===== config.mk =====
export PLATFORM = sky130hd
export DESIGN_NAME = irq_exc_seq
export DESIGN_NICKNAME = d
export VERILOG_FILES = /design/src/rtl/irq_seq_pkg.sv /design/src/rtl/irq_seq_timer.sv /design/src/rtl/irq_seq_decode.sv /design/src/rtl/irq_seq_vcap.sv /design/src/rtl/irq_exc_seq.sv
export SDC_FILE = /design/constraint.sdc
export NUM_CORES = 1
export LEC_CHECK = 0
export BUFFER_PORTS_ARGS = -buffer_cell sky130_fd_sc_hd__buf_4
export CAP_MARGIN = 25
export CORE_ASPECT_RATIO = 1.2
export CORE_MARGIN = 5
export CORE_UTILIZATION = 57
export DETAILED_ROUTE_END_ITERATION = 6
export GPL_TIMING_DRIVEN = 0
export PLACE_DENSITY = 0.84
export SKIP_LAST_GASP = 1
export SLEW_MARGIN = 10
export SYNTH_ARGS = -nofsm -noshare
export SYNTH_HDL_FRONTEND = slang
export SYNTH_SLANG_ARGS = --single-unit

===== constraint.sdc =====
create_clock -name clk -period 6.03 [get_ports clk]
set_clock_uncertainty 0.15 [all_clocks]
set_input_delay 0.9045 -clock clk [delete_from_list [all_inputs] [get_ports clk]]
set_output_delay 0.9045 -clock clk [all_outputs]
set_load 0.01 [all_outputs]

===== src/rtl/irq_seq_pkg.sv =====
package irq_seq_pkg;

   typedef enum logic [3:0] {
      PH_OFF       = 4'd0,
      PH_LEAD_IDLE = 4'd1,
      PH_LEAD_PEN  = 4'd2,
      PH_WR_PCL    = 4'd3,
      PH_VEC_FETCH = 4'd4,
      PH_MID_IDLE  = 4'd5,
      PH_WR_SR     = 4'd6,
      PH_WR_PCH    = 4'd7,
      PH_RD_VAH    = 4'd8,
      PH_RD_VAL    = 4'd9,
      PH_PREF_A    = 4'd10,
      PH_TAIL_IDLE = 4'd11,
      PH_TAIL_PEN  = 4'd12,
      PH_PREF_B    = 4'd13
   } phase_t;

   localparam int     NUM_PHASES = 13;
   localparam int     CODE_W     = 4;
   localparam int     LEN_W      = 4;
   localparam int     SEQ_CLOCKS = 56;
   localparam int     ACK_FIRST  = 12;
   localparam int     VEC_WINDOW = 24;
   localparam phase_t PH_FIRST   = PH_LEAD_IDLE;
   localparam phase_t PH_LAST    = PH_PREF_B;

   // clocks spent in each phase
   function automatic logic [LEN_W-1:0] phase_len(input logic [CODE_W-1:0] c);
      case (c)
         4'd1:    phase_len = 4'd6;
         4'd2:    phase_len = 4'd2;
         4'd4:    phase_len = 4'd12;
         4'd11:   phase_len = 4'd2;
         4'd12:   phase_len = 4'd2;
         4'd0:    phase_len = 4'd0;
         default: phase_len = (c <= 4'd13) ? 4'd4 : 4'd0;
      endcase
   endfunction

   function automatic int total_len();
      int s;
      s = 0;
      for (int i = 1; i <= NUM_PHASES; i++) s += int'(phase_len(CODE_W'(i)));
      return s;
   endfunction

   function automatic logic code_is_rd(input logic [CODE_W-1:0] c);
      return (c == 4'd4) || (c == 4'd8) || (c == 4'd9) || (c == 4'd10) || (c == 4'd13);
   endfunction

   function automatic logic code_is_wr(input logic [CODE_W-1:0] c);
      return (c == 4'd3) || (c == 4'd6) || (c == 4'd7);
   endfunction

   function automatic logic code_is_ack(input logic [CODE_W-1:0] c);
      return c == 4'd4;
   endfunction

endpackage


===== src/rtl/irq_seq_timer.sv =====
module irq_seq_timer
   import irq_seq_pkg::*;
#(
   parameter int CNT_W = 6
) (
   input  logic             clk,
   input  logic             rst,
   input  logic             accept,
   output phase_t           ph_o,
   output logic [CNT_W-1:0] k_o,
   output logic             final_o
);

   phase_t           ph_q;
   logic [LEN_W-1:0] rem_q;
   logic [CNT_W-1:0] k_q;
   logic             active;
   logic [CODE_W-1:0] nxt_code;

   assign active   = (ph_q != PH_OFF);
   assign nxt_code = CODE_W'(ph_q) + 4'd1;

   always_ff @(posedge clk) begin
      if (rst) begin
         ph_q  <= PH_OFF;
         rem_q <= '0;
         k_q   <= '0;
      end else if (!active) begin
         if (accept) begin
            ph_q  <= PH_FIRST;
            rem_q <= phase_len(CODE_W'(PH_FIRST)) - 4'd1;
            k_q   <= '0;
         end
      end else begin
         k_q <= k_q + 1'b1;
         if (rem_q == '0) begin
            if (ph_q == PH_LAST) begin
               ph_q <= PH_OFF;
            end else begin
               ph_q  <= phase_t'(nxt_code);
               rem_q <= phase_len(nxt_code) - 4'd1;
            end
         end else begin
            rem_q <= rem_q - 1'b1;
         end
      end
   end

   assign ph_o    = ph_q;
   assign k_o     = k_q;
   assign final_o = (ph_q == PH_LAST) && (rem_q == '0);

endmodule


===== src/rtl/irq_seq_decode.sv =====
module irq_seq_decode
   import irq_seq_pkg::*;
(
   input  phase_t ph,
   output logic   rd,
   output logic   wr,
   output logic   ack
);

   localparam int NCODES = 1 << CODE_W;

   logic [NCODES-1:0] rd_mask;
   logic [NCODES-1:0] wr_mask;
   logic [NCODES-1:0] ack_mask;

   for (genvar gi = 0; gi < NCODES; gi++) begin : g_mask
      assign rd_mask[gi]  = code_is_rd(CODE_W'(gi));
      assign wr_mask[gi]  = code_is_wr(CODE_W'(gi));
      assign ack_mask[gi] = code_is_ack(CODE_W'(gi));
   end

   assign rd  = rd_mask[ph];
   assign wr  = wr_mask[ph];
   assign ack = ack_mask[ph];

endmodule


===== src/rtl/irq_seq_vcap.sv =====
module irq_seq_vcap
   import irq_seq_pkg::*;
#(
   parameter int VEC_W = 8,
   parameter int CNT_W = 6
) (
   input  logic             clk,
   input  logic             rst,
   input  logic             accept,
   input  logic             active,
   input  logic [CNT_W-1:0] k,
   input  logic             reirq,
   input  logic [VEC_W-1:0] vec_in,
   output logic [VEC_W-1:0] vec_q,
   output logic             pend_q
);

   localparam logic [CNT_W-1:0] WIN_END = CNT_W'(VEC_WINDOW);

   logic in_window;
   assign in_window = (k < WIN_END);

   always_ff @(posedge clk) begin
      if (rst) begin
         vec_q  <= '0;
         pend_q <= 1'b0;
      end else if (accept) begin
         vec_q  <= vec_in;
         pend_q <= 1'b0;
      end else if (active && reirq) begin
         pend_q <= 1'b1;
         if (in_window) vec_q <= vec_in;
      end
   end

endmodule


===== src/rtl/irq_exc_seq.sv =====
module irq_exc_seq
   import irq_seq_pkg::*;
#(
   parameter int VEC_W = 8
) (
   input  logic             clk,
   input  logic             rst,
   input  logic             start_i,
   input  logic [VEC_W-1:0] vec_i,
   input  logic             reirq_i,
   output logic             busy_o,
   output logic [3:0]       phase_o,
   output logic             rd_o,
   output logic             wr_o,
   output logic             iack_o,
   output logic             done_o,
   output logic [VEC_W-1:0] vec_o,
   output logic             pend_o
);

   localparam int CNT_W = $clog2(SEQ_CLOCKS + 1);

   if (VEC_W < 1) begin : g_bad_vec_w
      $error("irq_exc_seq: VEC_W must be at least 1");
   end
   if (total_len() != SEQ_CLOCKS) begin : g_bad_sched
      $error("irq_exc_seq: phase lengths do not add up to SEQ_CLOCKS");
   end
   if (VEC_WINDOW > SEQ_CLOCKS) begin : g_bad_window
      $error("irq_exc_seq: vector window exceeds the sequence");
   end

   phase_t           ph;
   logic [CNT_W-1:0] k;
   logic             last_clk;
   logic             active;
   logic             accept;

   assign active = (ph != PH_OFF);
   assign accept = start_i && !active;

   irq_seq_timer #(.CNT_W(CNT_W)) u_timer (
      .clk     (clk),
      .rst     (rst),
      .accept  (accept),
      .ph_o    (ph),
      .k_o     (k),
      .final_o (last_clk)
   );

   irq_seq_decode u_decode (
      .ph  (ph),
      .rd  (rd_o),
      .wr  (wr_o),
      .ack (iack_o)
   );

   irq_seq_vcap #(.VEC_W(VEC_W), .CNT_W(CNT_W)) u_vcap (
      .clk    (clk),
      .rst    (rst),
      .accept (accept),
      .active (active),
      .k      (k),
      .reirq  (reirq_i),
      .vec_in (vec_i),
      .vec_q  (vec_o),
      .pend_q (pend_o)
   );

   assign busy_o  = active;
   assign phase_o = CODE_W'(ph);
   assign done_o  = last_clk;

endmodule


==> out/results.txt <==
outcome -> completed
routed wire length -> 3190 µm
layout cells sized above 1 -> 21.0%
Critical Path AT -> 2.20 ns
initial core utilization -> 60.2%
GRT Residual Overflow -> 0
M1 WL -> 1310 µm
routability cong. -> 0.837
Pleak -> 0.000739 µW
CP max stage cell -> dfxtp_1
cts hold-fix bufs -> 0
clock sinks -> 26
Avg Cell Area, Syn -> 8.15 µm²
hold path endpoint -> u_vcap.vec_q[4]
vias in the first global route -> 1286
top layer in use -> met4
Final setup viols -> 0
most frequent cells after synthesis -> nor2_1 (34), dfxtp_1 (26), a21oi_1 (14)
Root Buffer -> clkbuf_4
Detail Route met2 WL -> 1690 µm
Max Cap Violations -> 0
peak supply drop -> 217 µV
Mapped Area -> 1400 µm²
input/output buffers -> 29
crit path max fanout -> 11
PD cells -> 292 nW/µm²
global router's overall resource usage -> 18.8%
clock tree from TritonCTS -> done
DR WL met3 -> 137 µm
worst reg2reg path endpoint -> u_timer.rem_q[2]
CTS resizes -> 0
clock-pin slew on the worst setup and hold paths -> 0.14 ns
Worst path max stage delay -> 0.58 ns
DRC -> 0
H-tree lvl count -> 1
Worst Hold Launch -> u_vcap.vec_q[4]
Seq/Total Area, Yosys -> 37.1%
Clock Latency Late Sink -> 0.32 ns
Layout Nets -> 225
Final period util -> 54.0%
Crit path max-delay family -> buffers and inverters
Crit Reg-Reg Startpoint -> u_timer.ph_o[0]
most frequent cell after synthesis -> nor2_1
drt first pass iters -> 4
Inserted Diodes -> 0
cells on worst reg2reg path -> 11
DIE HEIGHT -> 64.3 µm
Post-synth EDFFs -> 0
worst hold stages -> 2
flop2flop setup slack -> 3.38 ns
final core utilization -> 73.5%
ys flop type -> dfxtp_1
Mapped Cells -> 172
distinct cell type count after synthesis -> 38
Core Region -> 2330 µm²
area leader, netlist -> dfxtp_1
WP data required -> 4.98 ns
CTS Buffer Depth -> 2
WL/cell -> 13.5 µm
initial antenna violation count -> 0
Initial DRC Count -> 37
Max-Slew Margin vs Limit -> 58.4%
Final Hold Viols -> 0
post-CTS setup buffers -> 0
synth-to-layout area growth -> 22.0%
type of the worst min-delay path -> flip-flop to flip-flop
Async SR Flop Fraction -> 0%
largest net degree at the start of global routing -> 16
minimum clock period -> 3.25 ns
first-pass GRT wire length -> 5590 µm
kind of critical path -> flip-flop to output pin
Die Footprint -> 3560 µm²
DR vias/cell -> 5.65
syn nets -> 191
top cells by area, synth -> dfxtp_1 (37%), nor2_1 (9.1%), mux2i_1 (6.4%)
RSZ-0062 raised after global routing -> no
row count -> 19
critical-path cell list -> inv_1 -> ha_1 -> nor3b_1 -> inv_2 -> buf_1 -> buf_4
Final HPWL DP -> 2510 µm
pin slew with the least headroom to its limit -> 0.619 ns
Highest Clock Rate -> 307 MHz
Routed Antenna Nets -> 0
Worst Path Buf+Inv -> 4
setup_tns -> 0 ns
CTS buffer count -> 3
total number of vias -> 1333
Die Wd -> 55.3 µm
final count of pins violating max slew -> 0
post-synth top area share -> 37.1%
yosys warns -> 0
io pins -> 30
Yosys reg bits -> 26
Worst Setup End Kind -> output pin
Critical Path Source Type -> flip-flop
==> power breakdown <==
part | leakage, µW | switching [µW] | internal [µW]
sequential | 0.000212 | 19.3 | 189
clock | 0.0000279 | 51.3 | 67.2
combinational | 0.000498 | 100 | 71.8
total | 0.000739 | 171 | 328
==> area by class of cell <==
| cell class | count | area, µm² |
|---|---|---|
| Inverter | 9 | 33.8 |
| Tap cell | 31 | 38.8 |
| Multi-Input combinational cell | 131 | 816 |
| Timing Repair Buffer | 29 | 218 |
| Sequential cell | 26 | 520 |
| Clock buffer | 3 | 22.5 |
| Buffer | 6 | 32.5 |
| Clock inverter | 1 | 30.0 |
| Fill cell | 190 | 618 |
==> layer usage <==
| metal | GRT usage (%) | up-vias |
|---|---|---|
| met2 | 34.3 | 35 |
| met1 | 21.8 | 620 |
| met4 | 6.99 | 0 |
| li1 | - | 672 |
| met3 | 3.22 | 6 |
| met5 | 0 | - |
==> sequential cells by signal (all words and copies together) (netlist names) <==
name and cells:
u_vcap.vec_q 8, u_vcap.pend_q 1, u_timer.k_o 6, u_timer.rem_q 4
rd_o 1, u_timer.ph_o 4, wr_o 1, iack_o 1
==> worst reg2reg max path, cell delays in order, from the launching register on <==
cell and delay [ns]:
dfxtp_1 0.58, ha_1 0.34, nor2b_4 0.24, or2_1 0.16, nand2_1 0.08, a21boi_0 0.12, o21ai_0 0.17, a21oi_1 0.10
ha_1 0.26, a31oi_1 0.15, o21ai_0 0.09, a31oi_1 0.14
==> stage by stage <==
step	setup slack (ns)	instances	power, µW	hold slack, ns	instance area, µm²
after floorplan	3.54	172	329	0.310	1400
after global placement	3.24	232	374	0.327	1660
after detailed placement	3.17	232	382	0.343	1660
after CTS	2.80	236	500	0.369	1710
after global routing	2.63	236	536	0.402	1710
final	2.78	236	499	0.368	1710
==> layout by cell type (no fill, tap or decap), types with 2 or more instances in the layout <==
cell,n
o21ai_1,5
nand3b_1,3
nand3_1,10
buf_2,2
dfxtp_1,26
o211ai_1,2
a31oi_1,5
a21oi_1,14
nand2_1,11
o21ai_0,7
clkbuf_1,2
nor2b_4,2
nor2_1,34
ha_1,7
clkbuf_4,3
buf_4,29
mux2i_1,9
inv_1,7
or4_1,2
a211oi_1,3
nor4_1,2
==> how the worst max path moves through the flow <==
stage / endpoint / slack, ns / cells after the start / from
finish: busy_o / 2.78 / 6 / u_timer.ph_o[0]
global route: busy_o / 2.63 / 6 / u_timer.ph_o[0]
CTS: busy_o / 2.80 / 6 / u_timer.ph_o[0]
detailed placement: busy_o / 3.17 / 6 / u_timer.ph_o[0]
global placement: busy_o / 3.24 / 6 / u_timer.ph_o[0]
floorplan: busy_o / 3.54 / 5 / u_timer.ph_o[0]
==> cells by family (layout without fill, tap and decap cells) <==
group / Yosys count / after routing / share of synthesized area (%)
and+or+nand+nor: 72 / 72 / 25.2
AOI/OAI and AO/OA: 42 / 42 / 19.1
muxes: 9 / 9 / 6.42
adders and majority gates: 7 / 7 / 6.24
DFF: 26 / 26 / 37.1
buffers and inverters: 15 / 48 / 4.73
xor gates and xnor gates: 1 / 1 / 1.16
No activity file was read; power rests on OpenSTA's default activity.
